==> config.mk <==
export PLATFORM = sky130hd
export DESIGN_NAME = nif_bridge
export DESIGN_NICKNAME = d
export VERILOG_FILES = /design/src/rtl/nif_pkg.sv /design/src/rtl/nif_pack.sv /design/src/rtl/nif_unpack.sv /design/src/rtl/nif_memreq.sv /design/src/rtl/nif_bridge.sv
export SDC_FILE = /design/constraint.sdc
export NUM_CORES = 1
export LEC_CHECK = 0
export CORE_UTILIZATION = 47
export DETAILED_ROUTE_END_ITERATION = 16
export HOLD_SLACK_MARGIN = 0.08
export MAX_ROUTING_LAYER = met4
export PLACE_DENSITY = 0.8
export SETUP_SLACK_MARGIN = 0.3
export SYNTH_ARGS = -nofsm -noshare
export SYNTH_HDL_FRONTEND = slang
export SYNTH_SLANG_ARGS = --single-unit
export TNS_END_PERCENT = 30
==> constraint.sdc <==
create_clock -name clk -period 2.8 [get_ports clk]
set_input_delay 0.7 -clock clk [delete_from_list [all_inputs] [get_ports clk]]
set_output_delay 0.7 -clock clk [all_outputs]
set_load 0.005 [all_outputs]
==> src/rtl/nif_pkg.sv <==
package nif_pkg;
  typedef enum logic [2:0] {
    TX_IDLE = 3'd0,
    TX_REQ  = 3'd1,
    TX_HDR  = 3'd2,
    TX_DATA = 3'd3,
    TX_DONE = 3'd4
  } tx_state_e;
endpackage

==> src/rtl/nif_pack.sv <==
module nif_pack
  import nif_pkg::*;
#(
  parameter int FLIT_W  = 32,
  parameter int WORDS   = 4,
  parameter int COORD_W = 4,
  parameter int ID_W    = 8
) (
  input  logic                    clk,
  input  logic                    rst_n,
  input  logic                    start,
  input  logic [COORD_W-1:0]      dx,
  input  logic [COORD_W-1:0]      dy,
  input  logic [ID_W-1:0]         blk,
  input  logic [WORDS*FLIT_W-1:0] pix,
  input  logic                    ack,
  output logic                    req,
  output logic [FLIT_W-1:0]       flit,
  output logic                    flit_vld,
  output logic                    busy
);
  localparam int CNT_W = (WORDS > 1) ? $clog2(WORDS) : 1;
  localparam int PAD_W = FLIT_W - 2*COORD_W - ID_W;
  localparam logic [CNT_W-1:0] LAST = CNT_W'(WORDS-1);

  tx_state_e state_q, state_d;
  logic [CNT_W-1:0] cnt_q, cnt_d;
  logic [FLIT_W-1:0] hdr_q;
  logic [WORDS*FLIT_W-1:0] pix_q;
  logic load_en;

  assign load_en = (state_q == TX_IDLE) && start;

  always_comb begin
    state_d = state_q;
    cnt_d   = cnt_q;
    case (state_q)
      TX_IDLE: if (start) state_d = TX_REQ;
      TX_REQ:  if (ack) state_d = TX_HDR;
      TX_HDR: begin
        state_d = TX_DATA;
        cnt_d   = '0;
      end
      TX_DATA: begin
        if (cnt_q == LAST) state_d = TX_DONE;
        else cnt_d = cnt_q + 1'b1;
      end
      TX_DONE: state_d = TX_IDLE;
      default: state_d = TX_IDLE;
    endcase
  end

  always_ff @(posedge clk or negedge rst_n) begin
    if (!rst_n) begin
      state_q <= TX_IDLE;
      cnt_q   <= '0;
    end else begin
      state_q <= state_d;
      cnt_q   <= cnt_d;
    end
  end

  always_ff @(posedge clk or negedge rst_n) begin
    if (!rst_n) begin
      hdr_q <= '0;
      pix_q <= '0;
    end else if (load_en) begin
      hdr_q <= {{PAD_W{1'b0}}, blk, dy, dx};
      pix_q <= pix;
    end
  end

  always_comb begin
    req      = (state_q == TX_REQ);
    busy     = (state_q != TX_IDLE);
    flit_vld = (state_q == TX_HDR) || (state_q == TX_DATA);
    flit     = '0;
    if (state_q == TX_HDR) flit = hdr_q;
    else if (state_q == TX_DATA) flit = pix_q[cnt_q*FLIT_W +: FLIT_W];
  end


  req_hold_chk: assert property (@(posedge clk) disable iff (!rst_n)
    (req && !ack) |=> req);

  no_early_flit_chk: assert property (@(posedge clk) disable iff (!rst_n)
    $rose(flit_vld) |-> $past(req && ack));

  busy_cover_chk: assert property (@(posedge clk) disable iff (!rst_n)
    (flit_vld || req) |-> busy);
endmodule

==> src/rtl/nif_unpack.sv <==
module nif_unpack #(
  parameter int FLIT_W = 32,
  parameter int WORDS  = 4
) (
  input  logic                    clk,
  input  logic                    rst_n,
  input  logic [FLIT_W-1:0]       in_flit,
  input  logic                    in_vld,
  input  logic                    in_hdr,
  output logic [WORDS*FLIT_W-1:0] data,
  output logic                    done
);
  localparam int CNT_W = (WORDS > 1) ? $clog2(WORDS) : 1;
  localparam logic [CNT_W-1:0] LAST = CNT_W'(WORDS-1);

  logic open_q, open_d;
  logic [CNT_W-1:0] cnt_q, cnt_d;
  logic done_d;
  logic take;

  assign take = in_vld && !in_hdr && open_q;

  always_comb begin
    open_d = open_q;
    cnt_d  = cnt_q;
    done_d = 1'b0;
    if (in_vld && in_hdr) begin
      open_d = 1'b1;
      cnt_d  = '0;
    end else if (take) begin
      cnt_d = cnt_q + 1'b1;
      if (cnt_q == LAST) begin
        open_d = 1'b0;
        done_d = 1'b1;
        cnt_d  = '0;
      end
    end
  end

  always_ff @(posedge clk or negedge rst_n) begin
    if (!rst_n) begin
      open_q <= 1'b0;
      cnt_q  <= '0;
      done   <= 1'b0;
    end else begin
      open_q <= open_d;
      cnt_q  <= cnt_d;
      done   <= done_d;
    end
  end

  for (genvar k = 0; k < WORDS; k++) begin : g_word
    always_ff @(posedge clk or negedge rst_n) begin
      if (!rst_n) data[k*FLIT_W +: FLIT_W] <= '0;
      else if (take && (cnt_q == CNT_W'(k))) data[k*FLIT_W +: FLIT_W] <= in_flit;
    end
  end


  done_pulse_chk: assert property (@(posedge clk) disable iff (!rst_n)
    done |=> !done);

  done_needs_data_chk: assert property (@(posedge clk) disable iff (!rst_n)
    done |-> $past(in_vld && !in_hdr));
endmodule

==> src/rtl/nif_memreq.sv <==
module nif_memreq #(
  parameter int ID_W   = 8,
  parameter int NODE_W = 4,
  parameter int NODE_ID = 5
) (
  input  logic              clk,
  input  logic              rst_n,
  input  logic              req_in,
  input  logic [ID_W-1:0]   blk_in,
  output logic              req_out,
  output logic [ID_W-1:0]   blk_out,
  output logic [NODE_W-1:0] node_out
);
  always_ff @(posedge clk or negedge rst_n) begin
    if (!rst_n) req_out <= 1'b0;
    else        req_out <= req_in;
  end

  always_ff @(posedge clk or negedge rst_n) begin
    if (!rst_n)      blk_out <= '0;
    else if (req_in) blk_out <= blk_in;
  end

  assign node_out = NODE_W'(NODE_ID);


  mem_delay_chk: assert property (@(posedge clk) disable iff (!rst_n)
    req_out == $past(req_in));
endmodule

==> src/rtl/nif_bridge.sv <==
module nif_bridge #(
  parameter int FLIT_W  = 32,
  parameter int WORDS   = 4,
  parameter int COORD_W = 4,
  parameter int ID_W    = 8,
  parameter int NODE_W  = 4,
  parameter int NODE_ID = 5
) (
  input  logic                    clk,
  input  logic                    rst_n,
  input  logic                    pe_tx_start,
  input  logic [COORD_W-1:0]      pe_tx_dx,
  input  logic [COORD_W-1:0]      pe_tx_dy,
  input  logic [ID_W-1:0]         pe_tx_blk,
  input  logic [WORDS*FLIT_W-1:0] pe_tx_pix,
  output logic                    pe_tx_busy,
  output logic                    rt_req,
  input  logic                    rt_ack,
  output logic [FLIT_W-1:0]       rt_flit,
  output logic                    rt_flit_vld,
  input  logic [FLIT_W-1:0]       rt_in_flit,
  input  logic                    rt_in_vld,
  input  logic                    rt_in_hdr,
  output logic [WORDS*FLIT_W-1:0] pe_rx_data,
  output logic                    pe_rx_done,
  input  logic                    pe_mem_req,
  input  logic [ID_W-1:0]         pe_mem_blk,
  output logic                    mi_req,
  output logic [ID_W-1:0]         mi_blk,
  output logic [NODE_W-1:0]       mi_node
);
  nif_pack #(.FLIT_W(FLIT_W), .WORDS(WORDS), .COORD_W(COORD_W), .ID_W(ID_W)) u_pack (
    .clk(clk), .rst_n(rst_n), .start(pe_tx_start), .dx(pe_tx_dx), .dy(pe_tx_dy),
    .blk(pe_tx_blk), .pix(pe_tx_pix), .ack(rt_ack), .req(rt_req), .flit(rt_flit),
    .flit_vld(rt_flit_vld), .busy(pe_tx_busy)
  );

  nif_unpack #(.FLIT_W(FLIT_W), .WORDS(WORDS)) u_unpack (
    .clk(clk), .rst_n(rst_n), .in_flit(rt_in_flit), .in_vld(rt_in_vld),
    .in_hdr(rt_in_hdr), .data(pe_rx_data), .done(pe_rx_done)
  );

  nif_memreq #(.ID_W(ID_W), .NODE_W(NODE_W), .NODE_ID(NODE_ID)) u_mem (
    .clk(clk), .rst_n(rst_n), .req_in(pe_mem_req), .blk_in(pe_mem_blk),
    .req_out(mi_req), .blk_out(mi_blk), .node_out(mi_node)
  );


  rst_quiet_chk: assert property (@(posedge clk) $rose(rst_n) |->
    !(rt_req || rt_flit_vld || pe_tx_busy || pe_rx_done || mi_req));
endmodule

# ---- Word level (Yosys, flattened, before mapping)
# Index checks and enable logic that the tools add are counted.
dict set report totals {
  ff_bits 290
  inputBits 191
  output_inout_bits 177
  elab_cells 63
}
dict set report op_classes {
  n_addsub 2
  eq_ne 11
  shift 1
  n_mux 17
  n_reduce_logical 19
}
# op count
set ops {}
lappend ops {{$shiftx A128 B8 Y32} 1}
lappend ops {{$mux W32} 2}
lappend ops {{$pmux W3 S4} 1}
lappend ops {{$mux W3} 3}
lappend ops {{$logic_and A1 B1 Y1} 8}
lappend ops {{$mux W2} 4}
lappend ops {{$eq A2 B2 Y1 const B} 3}
lappend ops {{$eq A3 B2 Y1 const B} 2}
lappend ops {{$mux W1} 6}
lappend ops {{$reduce_bool A2 Y1} 3}
lappend ops {{$add A2 B1 Y2 const B} 2}
lappend ops {{$ne A2 B1 Y1 const B} 2}
lappend ops {{$ne A2 B2 Y1 const B} 2}
lappend ops {{$pmux W2 S2} 1}
lappend ops {{$reduce_and A2 Y1} 2}
lappend ops {{$eq A3 B1 Y1 const B} 1}
lappend ops {{$logic_not A3 Y1} 1}
lappend ops {{$reduce_and A3 Y1} 1}
lappend ops {{$reduce_bool A3 Y1} 1}
lappend ops {{$eq A2 B1 Y1 const B} 1}
lappend ops {{$logic_not A2 Y1} 1}
lappend ops {{$logic_not A1 Y1} 1}
lappend ops {{$logic_or A1 B1 Y1} 1}

# ---- Depth between registers and ports, before layout
dict set report depth {
  word_depth 5
  mapped_depth 5
  depth_no_buf 5
}

# ---- By module
# From an unflattened synthesis, not the netlist that was laid out.
dict set report hier_totals {
  hier_cells 763
  area_unflattened_um2 12388.1
}
# mod instances cells_each area_per_inst_um2 seq_area_each_um2
set by_module_without_submodules {}
lappend by_module_without_submodules {nif_pack 1 445 6780.3 3728.6}
lappend by_module_without_submodules {nif_unpack 1 294 5213.8 3303.2}
lappend by_module_without_submodules {nif_memreq 1 24 394.1 225.2}

# ---- Worst setup path before layout
# No wires, ideal clock.
dict set report synth_path {
  kind {register to output}
  startpoint {register u_pack.cnt_q[0]}
  endpoint {output port rt_flit[20]}
  arrival_ps 1562
  required_ps 2100
  slack_ps 538
  stages_incl_launch_ff 5
  path_buffers 2
  cell_sequence {dfrtp_1 -> buf_2 -> buf_2 -> mux4_2 -> and3_1}
}
dict set report synth_via {
  elab_chain_cells 3
}
# element line_no
set synth_lines {}
lappend synth_lines {{start: declaration} nif_pack.sv:27} ;# logic [CNT_W-1:0] cnt_q, cnt_d;
lappend synth_lines {{start signal: assignment} nif_pack.sv:59} ;# cnt_q <= cnt_d;
lappend synth_lines {{$shiftx A128 B8 Y32} nif_pack.sv:79} ;# else if (state_q == TX_DATA) flit = pix_q[cnt_q*FLIT_W +: FLIT_W];
lappend synth_lines {{$mux W32} nif_pack.sv:79}
lappend synth_lines {{$mux W32} nif_pack.sv:78} ;# if (state_q == TX_HDR) flit = hdr_q;
lappend synth_lines {{end: declaration} nif_bridge.sv:19} ;# output logic [FLIT_W-1:0] rt_flit,
# No other way between the ends.

# ---- Worst setup path in the final report
dict set report layout_path {
  startpoint {register u_pack.cnt_q[0]}
  endpoint {output port rt_flit[9]}
}
# Same word-level chain as after synthesis.

==> reports/metrics.csv <==
metric,value,unit
"commonest non-fill, non-tap cell in the layout",clkdlybuf4s50_1,
Final Power,19500,uW
Max Cap Violations,0,
Synth top area share,60.3,%
crit start category,flop,
Main synth FF type,dfrtp_1,
gpl congestion,0.813,
outcome,finished with violations,
Post-Route WL,31.4,mm
"setup slack, reg-to-reg",0.81,ns
global-route usage over all layers,24.8,%
largest net degree at the start of global routing,75,
gr ovfl total,0,
Area Growth Syn to Fin,45.4,%
Post-Layout Cell Count,1501,
Post-synth EDFFs,0,
dpl cells,1419,
Initial Util,47.8,%
Mapped Area,12000,sq um
fmax,351,MHz
mux share of post-synthesis cell area,32.2,%
# DRC,0,
PortBufs,363,
Cells after Synth,744,
Lkg Pwr,0.00751,uW
RSZ-0062 raised after global routing,yes,
Required @ worst endpoint,2.10,ns
"FF+latch count, synth",290,
Worst-Margin Slew,0.609,ns
post-synthesis sequential area ratio,60.3,%
VDD IR-drop max,0.000896,V
WL/cell,20.9,um
clock-pin slew on the worst setup and hold paths,0.06,ns
Max Root-Sink Buffers,3,
clk root buf,clkbuf_16,
placed instance area,16200,sq um
"Hold-fix buffers, CTS",0,
post-synthesis compound-gate area fraction,1.84,%
crit end category,output port,
post-synth top area cell,dfrtp_1,
first-pass GRT wire length,48.6,mm
setup violators final,7,
post-route cell area,17500,sq um
worst skew pair latency,0.55,ns
R2R Path End,u_pack.pix_q[49],
skew final,0.0189,ns
synth warn,0,
crit-path max FO,4,
antenna violations before repair,2,
# IOs,368,
first drt pass iteration count,4,
FP Rows,58,
vias in the first global route,8634,
Hold WC Path Type,input port to async pin,
Die Wd,162,um
Synth async-reset ratio,100,%
Hold Fails Final Rpt,0,
syn avg cell area,16.2,sq um
H-tree Lvls,1,
Die Y-Extent,162,um
fin crit share,102,%
antenna-violating nets left,0,
most frequent cells in the layout,"clkdlybuf4s50_1, dfrtp_1, mux2_2, mux2_1, mux4_2",
Slew Limit Fails,0,
Starting DRT DRC Count,485,
failing checks,setup timing,
via count,7851,
WP data arrival,2.15,ns
unique cell type count in the Yosys netlist,33,
Synth Area in Simple Gates,2.02,%
share of layout cells above drive strength 1,35.8,%
CTS tree,built,
R2R cell count,5,
worst setup margin,-0.0455,ns
area share of fa/ha/maj cells after synthesis,0.520,%
Synth area leaders,"dfrtp_1, mux2_2, mux4_2",
Tmin final,2.85,ns
Slew headroom,59.4,%
dpl hpwl,21.3,mm
# clock sinks,290,
Inserted Clock Buffers,31,
Synth Area in XOR/XNOR,0,%
# nets final,1339,
CP Class,flop to output port,
Power Dens Cells,1110,nW/um^2
main combinational cell family by area after synthesis,multiplexers,
worst reg2reg path startpoint,u_pack.state_q[0],
die area,26300,sq um
floorplan core area,25200,sq um
vias per cell,5.23,
[Yosys cell counts, drive strengths merged, types with 2 or more instances]
master   instances
o2bb2ai         16
o21ai            2
a22o             3
conb             2
nand2b           2
dfrtp          290
and3            16
a21oi            2
mux4            32
inv             21
clkbuf           7
nand2            9
o22ai            2
nor2             5
ha               5
buf             39
mux2           280
[through the flow]
step / utilization [%] / hold WS [ns] / setup slack (ns) / TNS (ns)
after floorplan: - / 0.404 / 0.538 / 0
after detailed placement: 64.2 / 0.472 / 0.228 / 0
after global placement: 64.2 / 0.463 / 0.232 / 0
after CTS: 69.4 / 0.141 / -0.0821 / -0.875
final: 69.5 / 0.136 / -0.0455 / -0.274
after global routing: 69.5 / 0.165 / -0.131 / -1.65
[logic make-up after synthesis]
family | count (synthesis)
and+or+nand+nor | 40
muxes | 312
other | 2
AOI/OAI and AO/OA | 28
buffers and inverters | 67
DFF | 290
adders and majority gates | 5
[worst max-delay path, cell delays in order (launching register included)]
cell       delay, ns
dfrtp_2         0.43
buf_12          0.14
buf_12          0.12
buf_16          0.12
buf_12          0.13
mux4_2          0.43
inv_2           0.06
o2bb2ai_1       0.05
buf_2           0.13
[flip-flops by register name (all words and copies together) (netlist names)]
signal,flops
u_pack.pix_q,128
u_unpack.data,128
u_pack.hdr_q,16
u_mem.blk_out,8
u_pack.state_q,3
u_pack.cnt_q,2
u_unpack.cnt_q,2
u_mem.req_out,1
u_unpack.done,1
u_unpack.open_q,1
[timing repair]
| item | 4_1_cts | 5_1_grt |
|---|---|---|
| gates cloned | 2 | 0 |
| setup endpoints to repair | 35 | 34 |
| resized for setup | 158 | 22 |
| pin swaps | 19 | 0 |
| buffers inserted | 17 | 2 |
[metal layers]
layer  global-route usage, %  part of all wire (%)
met1                    29.9                    39
met3                    7.99                    10
met5                       -                     0
met2                    40.4                    49
met4                    6.48                   2.3
[layout make-up]
type                            instances  area [sq um]
Inverter                               21          78.8
Fill cell                            1691          7670
Timing Repair Buffer                  410          4230
Clock buffer                           44           875
Multi-Input combinational cell        389          4500
Antenna cell                            4          10.0
Sequential cell                       290          7260
Clock inverter                         13           146
Tap cell                              330           413
[power by group]
group          internal (uW)  leakage, uW  switching [uW]
logic                   5270      0.00351            2780
registers               6240      0.00349            1140
clock network           2440     0.000506            1640
[how the worst max path moves through the flow]
stage                          startpoint  slack, ns           to
final                     u_pack.cnt_q[0]      -0.05   rt_flit[9]
after global routing      u_pack.cnt_q[0]      -0.13   rt_flit[7]
after CTS                 u_pack.cnt_q[0]      -0.08   rt_flit[9]
after detailed placement  u_pack.cnt_q[0]       0.23   rt_flit[3]
after global placement    u_pack.cnt_q[0]       0.23  rt_flit[28]
after floorplan           u_pack.cnt_q[0]       0.54  rt_flit[20]
Power figures use the tool's default switching activity.
